[src/rtl/edgecap_pkg.sv]
package edgecap_pkg;

    // Width of the read nibble.
    localparam int NIB_W = 4;
    // Number of event channels in the block.
    localparam int NUM_CH = 2;
    // Nibble bit positions: fixed by the consumer that decodes the nibble.
    localparam int BIT_HI  = 3;
    localparam int BIT_MON = 2;
    localparam int BIT_ZERO = 1;
    localparam int BIT_LO  = 0;
    // Channel indices inside the flag vector.
    localparam int CH_LO = 0;
    localparam int CH_HI = 1;

    // Read nibble layout.
    typedef struct packed {
        logic hi_cap;
        logic mon;
        logic zero;
        logic lo_cap;
    } rd_nib_t;

endpackage

[src/rtl/edgecap_sync.sv]
// edgecap_sync: multi-flop synchroniser for one asynchronous level.
// Assumes STAGES >= 2 and that the input is a slow level, not a bus.
// On reset the chain loads RST_VAL, the level the input idles at.
module edgecap_sync #(
    parameter int   STAGES  = 2,
    parameter logic RST_VAL = 1'b1
) (
    input  logic clk,
    input  logic rst_n,
    input  logic async_i,
    output logic sync_o
);

    logic [STAGES-1:0] chain_q;

    // Shift the raw level through the synchroniser chain.
    always_ff @(posedge clk) begin
        if (!rst_n) begin
            chain_q <= {STAGES{RST_VAL}};
        end else begin
            chain_q <= {chain_q[STAGES-2:0], async_i};
        end
    end

    assign sync_o = chain_q[STAGES-1];

endmodule

[src/rtl/edgecap_qual.sv]
// edgecap_qual: falling-edge qualifier for one synchronised level.
// It emits a one-cycle pulse when the level has been low for MIN_LOW
// consecutive cycles after a high. It assumes MIN_LOW >= 1. The level
// must be seen high once after reset before any capture can happen.
module edgecap_qual #(
    parameter int MIN_LOW = 2
) (
    input  logic clk,
    input  logic rst_n,
    input  logic level_i,
    output logic qual_o
);

    localparam int            CW       = $clog2(MIN_LOW + 1);
    localparam logic [CW-1:0] RUN_MAX  = CW'(MIN_LOW);
    localparam logic [CW-1:0] RUN_LAST = CW'(MIN_LOW - 1);

    logic          armed_q;
    logic [CW-1:0] run_q;

    // Track whether a high was seen, and count the low cycles after it.
    always_ff @(posedge clk) begin
        if (!rst_n) begin
            armed_q <= 1'b0;
            run_q   <= '0;
        end else if (level_i) begin
            armed_q <= 1'b1;
            run_q   <= '0;
        end else if (armed_q && (run_q != RUN_MAX)) begin
            run_q <= run_q + 1'b1;
        end
    end

    // The pulse fires on the MIN_LOW-th consecutive low sample.
    assign qual_o = armed_q && !level_i && (run_q == RUN_LAST);

    // a held-low level qualifies only once.
    p_one_shot_r7: assert property (@(posedge clk) disable iff (!rst_n)
        qual_o |=> !qual_o);

    generate
        if (MIN_LOW >= 2) begin : g_two_low
            // a pulse needs at least two low samples in a row.
            p_two_low_r3: assert property (@(posedge clk) disable iff (!rst_n)
                qual_o |-> (!level_i && !$past(level_i)));
        end
    endgenerate

endmodule

[src/rtl/edgecap_flag.sv]
// edgecap_flag: sticky capture flag with clear-on-read.
// A set in the same cycle as a clear wins, so a coincident capture
// is kept for the next read.
module edgecap_flag (
    input  logic clk,
    input  logic rst_n,
    input  logic set_i,
    input  logic clr_i,
    output logic flag_o
);

    logic flag_q;

    // Hold the capture until a read clears it; a set has priority.
    always_ff @(posedge clk) begin
        if (!rst_n) begin
            flag_q <= 1'b0;
        end else if (set_i) begin
            flag_q <= 1'b1;
        end else if (clr_i) begin
            flag_q <= 1'b0;
        end
    end

    assign flag_o = flag_q;

    // a coincident set survives the read.
    p_set_wins_r6: assert property (@(posedge clk) disable iff (!rst_n)
        set_i |=> flag_o);
    // a read with no new capture clears the flag.
    p_read_clears_r5: assert property (@(posedge clk) disable iff (!rst_n)
        (clr_i && !set_i) |=> !flag_o);
    // without a read the flag stays set.
    p_sticky_r7: assert property (@(posedge clk) disable iff (!rst_n)
        (flag_o && !clr_i) |=> flag_o);

endmodule

[src/rtl/edgecap_top.sv]
// edgecap_top: two qualified falling-edge capture flags plus a
// synchronised clock-monitor level, read as one nibble.
// Assumes clk is the instruction-cycle clock and rd_en_i is a one-cycle
// strobe from the decode logic. The nibble is valid in every cycle.
module edgecap_top #(
    parameter int SYNC_STAGES = 2,
    parameter int MIN_LOW     = 2
) (
    input  logic       clk,
    input  logic       rst_n,
    input  logic       ev_hi_i,
    input  logic       ev_lo_i,
    input  logic       clkmon_i,
    input  logic       rd_en_i,
    output logic [3:0] rd_nibble_o
);
    import edgecap_pkg::*;

    logic [NUM_CH-1:0] pin_raw;
    logic [NUM_CH-1:0] pin_sync;
    logic [NUM_CH-1:0] qual;
    logic [NUM_CH-1:0] cap;
    logic              mon_sync;
    rd_nib_t           nib;

    assign pin_raw[CH_LO] = ev_lo_i;
    assign pin_raw[CH_HI] = ev_hi_i;

    generate
        for (genvar ch = 0; ch < NUM_CH; ch++) begin : g_ch
            edgecap_sync #(.STAGES(SYNC_STAGES), .RST_VAL(1'b1)) u_sync (
                .clk    (clk),
                .rst_n  (rst_n),
                .async_i(pin_raw[ch]),
                .sync_o (pin_sync[ch])
            );
            edgecap_qual #(.MIN_LOW(MIN_LOW)) u_qual (
                .clk    (clk),
                .rst_n  (rst_n),
                .level_i(pin_sync[ch]),
                .qual_o (qual[ch])
            );
            edgecap_flag u_flag (
                .clk   (clk),
                .rst_n (rst_n),
                .set_i (qual[ch]),
                .clr_i (rd_en_i),
                .flag_o(cap[ch])
            );
        end
    endgenerate

    edgecap_sync #(.STAGES(SYNC_STAGES), .RST_VAL(1'b0)) u_mon_sync (
        .clk    (clk),
        .rst_n  (rst_n),
        .async_i(clkmon_i),
        .sync_o (mon_sync)
    );

    // Assemble the read nibble in its fixed bit order.
    always_comb begin
        nib.hi_cap = cap[CH_HI];
        nib.mon    = mon_sync;
        nib.zero   = 1'b0;
        nib.lo_cap = cap[CH_LO];
    end

    assign rd_nibble_o = nib;

    // reset leaves both flags clear.
    p_reset_clear_r1: assert property (@(posedge clk)
        !rst_n |=> (cap == '0));
    // a flag sets only when its own channel qualified.
    p_own_channel_r8: assert property (@(posedge clk) disable iff (!rst_n)
        (!cap[CH_LO] && !qual[CH_LO]) |=> !cap[CH_LO]);

endmodule

[config.mk]
export PLATFORM = sky130hd
export DESIGN_NAME = edgecap_top
export DESIGN_NICKNAME = d
export VERILOG_FILES = /design/src/rtl/edgecap_pkg.sv /design/src/rtl/edgecap_sync.sv /design/src/rtl/edgecap_qual.sv /design/src/rtl/edgecap_flag.sv /design/src/rtl/edgecap_top.sv
export SDC_FILE = /design/constraint.sdc
export NUM_CORES = 1
export LEC_CHECK = 0
export BUFFER_PORTS_ARGS = -buffer_cell sky130_fd_sc_hd__buf_2
export CAP_MARGIN = 10
export CORE_UTILIZATION = 40
export DETAILED_ROUTE_END_ITERATION = 10
export PLACE_DENSITY_LB_ADDON = 0.12
export SETUP_SLACK_MARGIN = 0.02
export SYNTH_ARGS = -nofsm -noshare
export SYNTH_HDL_FRONTEND = slang
export SYNTH_SLANG_ARGS = --single-unit
[constraint.sdc]
create_clock -name clk -period 2.23 [get_ports clk]
set_input_delay 0.446 -clock clk [delete_from_list [all_inputs] [get_ports clk]]
set_output_delay 0.446 -clock clk [all_outputs]
set_load 0.005 [all_outputs]
==> flow_summary.ini, run 1 <==
[drt]
wl_met1_um = 343
drc_errors = 0
wl_met3_um = 31
drtIter0Drc = 3
dr.pass1.iters = 4
vias = 354
highest_layer = met4
post_drt_wl_per_cell_um = 8.88
routed_wirelength_um = 675
via_per_inst = 4.66
ant_nets = 0
met2WireLength_um = 283

[placement]
hpwl_um = 501
portBuffers = 8
post-place-ws_ns = 1.12
place_inst = 72
gp_congestion = 0.586

[grt]
track_usage_pct = 11.3
grt_pass1_wl_um = 1070
grt_max_degree = 13
grt_pass1_vias = 275
gr-total-overflow = 0
antenna_found_initial = 0

[setup_path]
crit_arrival_ns = 0.73
path_class = reg -> out
crit_path_cell_trace = buf_2
cp.depth = 1
reg2regPathDepth = 5
required_ns = 1.78
cp_slowest_stage_delay_ns = 0.34
crit_buf_inv = 1
cp-start-kind = flop
crit_family = flip-flops
endpoint_kind = primary output
cp_slowest_cell = dfxtp_1
crit_fanout = 2

[sta]
min_period_ns = 1.18
finalHoldViolCount = 0
fmax_ghz = 0.849
setup-tns-final_ns = 0
layout_setup_ws_ns = 1.05
finalSetupViolCount = 0
drv_slew = 0
rsz0062_at_grt = no
skew_ns = 0.00395
fin_crit_sh_pct = 52.8

[power_and_ir_drop]
ir_worst_vdd_v = 0.000336
power.leakage_nw = 0.261
power_density_nw_per_um2 = 739
p_total_w = 0.000470

[cells_and_area]
diodes = 0
layout-area-overhead-vs-synth_pct = 10.4
drive_gt1_share_pct = 26.2
stdcell_count = 76
final_core_util_pct = 48.3
finish.net_count = 72

[hold_path]
hp-class = in -> reg
whs_path_depth = 2

[yosys]
ys_seq_area_share_pct = 48.6
yosysTopAreaCell = dfxtp_1
ys_seq_elements = 14
synthesis.area_um2 = 577
synth_nets = 64
synth_cell_types = 15
ys_warn_count = 0
yosys-top-cells-area = dfxtp_1 (49%), ha_1 (8.7%), nand2b_1 (8.7%)
syn_area_per_cell_um2 = 10.7
synthCells = 54
synth_top_area_share_pct = 48.6

[floorplanning]
start_util_pct = 43.8
die_y_um = 40.0
die_area_um2 = 1600
core_um2 = 1320
pin_count = 10
die_w_um = 40.0
rows = 13

[cts]
path_clk_slew_ns = 0.08
clk_latency_ns = 0.28
ctsResizeCount = 0
post-cts-setup-buffers = 0
htree_levels = 1
cts_root_buf = clkbuf_4
hold_buffers = 0
cts_tree = built
clkSinkCount = 14
cts-buffers-inserted = 3
clockBufferDepth = 2

[outcome]
status = finished, final reports clean

[job]
max_cap_viol_count = 0
-- cell type report --
type                            count  area [um^2]
Clock buffer                        4         36.3
Fill cell                         125          681
Inverter                            4         15.0
Multi-Input combinational cell     31          246
Sequential cell                    14          280
Tap cell                           15         18.8
Timing Repair Buffer                8         40.0
-- cells in the final DEF, fill, tap and decap left out --
master	synthesis	routed
ha_1	4	4
clkbuf_4	0	3
conb_1	1	1
nand2b_1	8	8
a211oi_2	2	2
a21boi_0	2	2
buf_2	1	8
nor2_1	4	4
and2_1	2	2
dfxtp_1	14	14
nand3b_1	2	2
inv_1	4	4
o21a_1	2	2
xnor2_1	2	2
nor2b_4	2	2
clkbuf_8	0	1
-- report_power, final --
group / total, W / internal [W] / switching [W]
Sequential: 0.000262 / 0.000258 / 0.00000401
Clock: 0.000180 / 0.0000993 / 0.0000806
Combinational: 0.0000282 / 0.0000163 / 0.0000119
Total: 0.000470 / 0.000374 / 0.0000965
-- synthesized netlist by cell type --
master and n:
ha_1 4, nor2b_4 2, dfxtp_1 14, xnor2_1 2, conb_1 1, a21boi_0 2
buf_2 1, inv_1 4, a211oi_2 2, nand2b_1 8, o21a_1 2, nor2_1 4
nand3b_1 2, and2_1 2, buf_4 4
-- cell families (layout without fill, tap and decap cells) --
kind of cell    count (synthesis)  count (layout)  synth area share (%)
buf+inv                         9              16                  8.68
compound gates                  6               6                  9.54
xor+xnor                        2               2                  3.04
flops                          14              14                  48.6
other cells                     1               1                 0.650
fa+ha+maj                       4               4                  8.68
simple gates                   18              18                  20.8
-- sequential cells by signal (all words and copies together) (netlist names) --
name and flops:
g_ch.u_qual.run_q 4, g_ch.u_sync.chain_q 4, g_ch.u_flag.flag_o 2, g_ch.u_qual.armed_q 2, u_mon_sync.chain_q 2
-- metal layers --
metal | GRT usage [%] | vias to the layer above
met5 | 0 | -
met4 | 12.9 | 0
met3 | 5.00 | 4
met2 | 14.9 | 10
met1 | 12.4 | 162
li1 | - | 178
-- final timing paths --
kind | slack [ns] | from | endpoint
worst max-delay path | 1.05 | g_ch[0].u_flag.flag_o | rd_nibble_o[0]
worst max register to register | 1.10 | g_ch[1].u_qual.run_q[0] | g_ch[1].u_qual.run_q[1]
worst min register to register | 0.41 | g_ch[0].u_sync.chain_q[0] | g_ch[0].u_sync.chain_q[1]
worst min-delay path | 0.34 | ev_lo_i | g_ch[0].u_sync.chain_q[0]
-- per-stage QoR --
stage | hold slack (ns) | area, um^2
final | 0.342 | 637
after global routing | 0.327 | 637
after CTS | 0.336 | 637
after detailed placement | 0.394 | 601
after global placement | 0.389 | 601
after floorplan | 0.386 | 577
No activity file was read; power rests on OpenSTA's default activity.
==> run 2: changes to the inputs <==
==> constraint.sdc (replaced) <==
create_clock -name clk -period 1.14 [get_ports clk]
set_input_delay 0.228 -clock clk [delete_from_list [all_inputs] [get_ports clk]]
set_output_delay 0.228 -clock clk [all_outputs]
set_load 0.005 [all_outputs]
==> flow_summary.ini, run 2 (synthesis gave the netlist of run 1 again) <==
[drt]
post_drt_wl_per_cell_um = 8.57
drtIter0Drc = 0
drc_errors = 0
dr.pass1.iters = 1
wl_met3_um = 50
ant_nets = 0
wl_met1_um = 325
via_per_inst = 4.42
routed_wirelength_um = 677
met2WireLength_um = 301
highest_layer = met3
vias = 349

[power_and_ir_drop]
ir_worst_vdd_v = 0.00109
power.leakage_nw = 0.276
power_density_nw_per_um2 = 1390
p_total_w = 0.000917

[sta]
rsz0062_at_grt = no
min_period_ns = 1.05
finalSetupViolCount = 0
setup-tns-final_ns = 0
fmax_ghz = 0.950
finalHoldViolCount = 0
fin_crit_sh_pct = 92.3
skew_ns = 0.00110
drv_slew = 0

[cts]
ctsResizeCount = 0
hold_buffers = 0
clockBufferDepth = 2
path_clk_slew_ns = 0.08
cts_tree = built
clk_latency_ns = 0.27
clkSinkCount = 14
cts_root_buf = clkbuf_4
cts-buffers-inserted = 3
htree_levels = 1

[setup_path]
cp-start-kind = flop
crit_start = g_ch[0].u_qual.run_q[0]
r2r_slack_ns = 0.09
reg2regPathDepth = 5
worstSetupEndpoint = g_ch[0].u_qual.run_q[1]
required_ns = 1.34
crit_arrival_ns = 1.25
crit_fanout = 3
r2r_start = g_ch[0].u_qual.run_q[0]
path_class = reg -> reg
endpoint_kind = flop
r2r-end = g_ch[0].u_qual.run_q[1]

[floorplanning]
start_util_pct = 43.8
die_w_um = 40.0
die_y_um = 40.0
rows = 13
pin_count = 10
core_um2 = 1320
die_area_um2 = 1600

[cells_and_area]
final_cell_mix = dfxtp_1 (14), nand2b_1 (8), buf_2 (8)
final_common_cell = dfxtp_1
stdcell_area_um2 = 659
largestRegisters = g_ch.u_qual.run_q: 4 flops, g_ch.u_sync.chain_q: 4 flops
layout-area-overhead-vs-synth_pct = 14.3
finish.net_count = 75
drive_gt1_share_pct = 29.7
diodes = 0
stdcell_count = 79

[placement]
gp_congestion = 0.585
placed_area_um2 = 616
portBuffers = 8
place_inst = 74
hpwl_um = 496

[grt]
grt_pass1_vias = 290
track_usage_pct = 11.9
gr-total-overflow = 0
grt_max_degree = 13
grt_pass1_wl_um = 1110
antenna_found_initial = 0

[job]
max_cap_viol_count = 0

[hold_path]
hp-class = in -> reg
whs_path_depth = 2

[outcome]
status = finished, final reports clean
## run 2: cell types whose count changed in the layout (fill, tap and decap cells not counted)
cell / previous run / this run
buf_4: 0 / 3
## run 2: through the flow
| stage | setup slack, ns | hold WS (ns) | util [%] |
|---|---|---|---|
| after floorplan | 0.104 | 0.329 | - |
| after global placement | 0.0931 | 0.388 | 46.7 |
| after detailed placement | 0.0944 | 0.393 | 46.7 |
| after CTS | 0.0754 | 0.122 | 49.5 |
| after global routing | 0.0283 | 0.118 | 50.0 |
| final | 0.0877 | 0.132 | 50.0 |
## run 2: worst min-delay path by stage
stage	from	endpoint	slack [ns]
final	ev_hi_i	g_ch[1].u_sync.chain_q[0]	0.13
after global routing	ev_lo_i	g_ch[0].u_sync.chain_q[0]	0.12
after CTS	ev_hi_i	g_ch[1].u_sync.chain_q[0]	0.12
after detailed placement	g_ch[1].u_sync.chain_q[0]	g_ch[1].u_sync.chain_q[1]	0.39
after global placement	g_ch[1].u_sync.chain_q[0]	g_ch[1].u_sync.chain_q[1]	0.39
after floorplan	ev_lo_i	g_ch[0].u_sync.chain_q[0]	0.33
## run 2: power breakdown
part           leakage (nW)  internal [W]  switching, W
logic                 0.140     0.0000361     0.0000250
clock network        0.0210      0.000194      0.000150
registers             0.115      0.000505    0.00000723
## run 2: critical path, stage by stage, from the launching register on
cell and delay [ns]:
dfxtp_1 0.34, inv_1 0.05, ha_1 0.21, nor2b_4 0.15, nor2_1 0.06, a211oi_2 0.18
## run 2: layout make-up
cell class,instances,area [um^2]
tap,15,18.8
multi-input combinational,31,246
timing repair buffer,11,62.6
inverter,4,15.0
sequential,14,280
clock buffer,4,36.3
fill,130,658
## run 2: layer usage
metal	track usage, %	up-vias
met5	0	-
met3	10.0	0
met4	5.17	0
met2	17.3	12
li1	-	186
met1	12.1	151
## run 2: repair_timing
item | CTS | global route
setup endpoints to repair | 0 | 1
buffers inserted | 0 | 1
hold endpoints to repair | 0 | 0
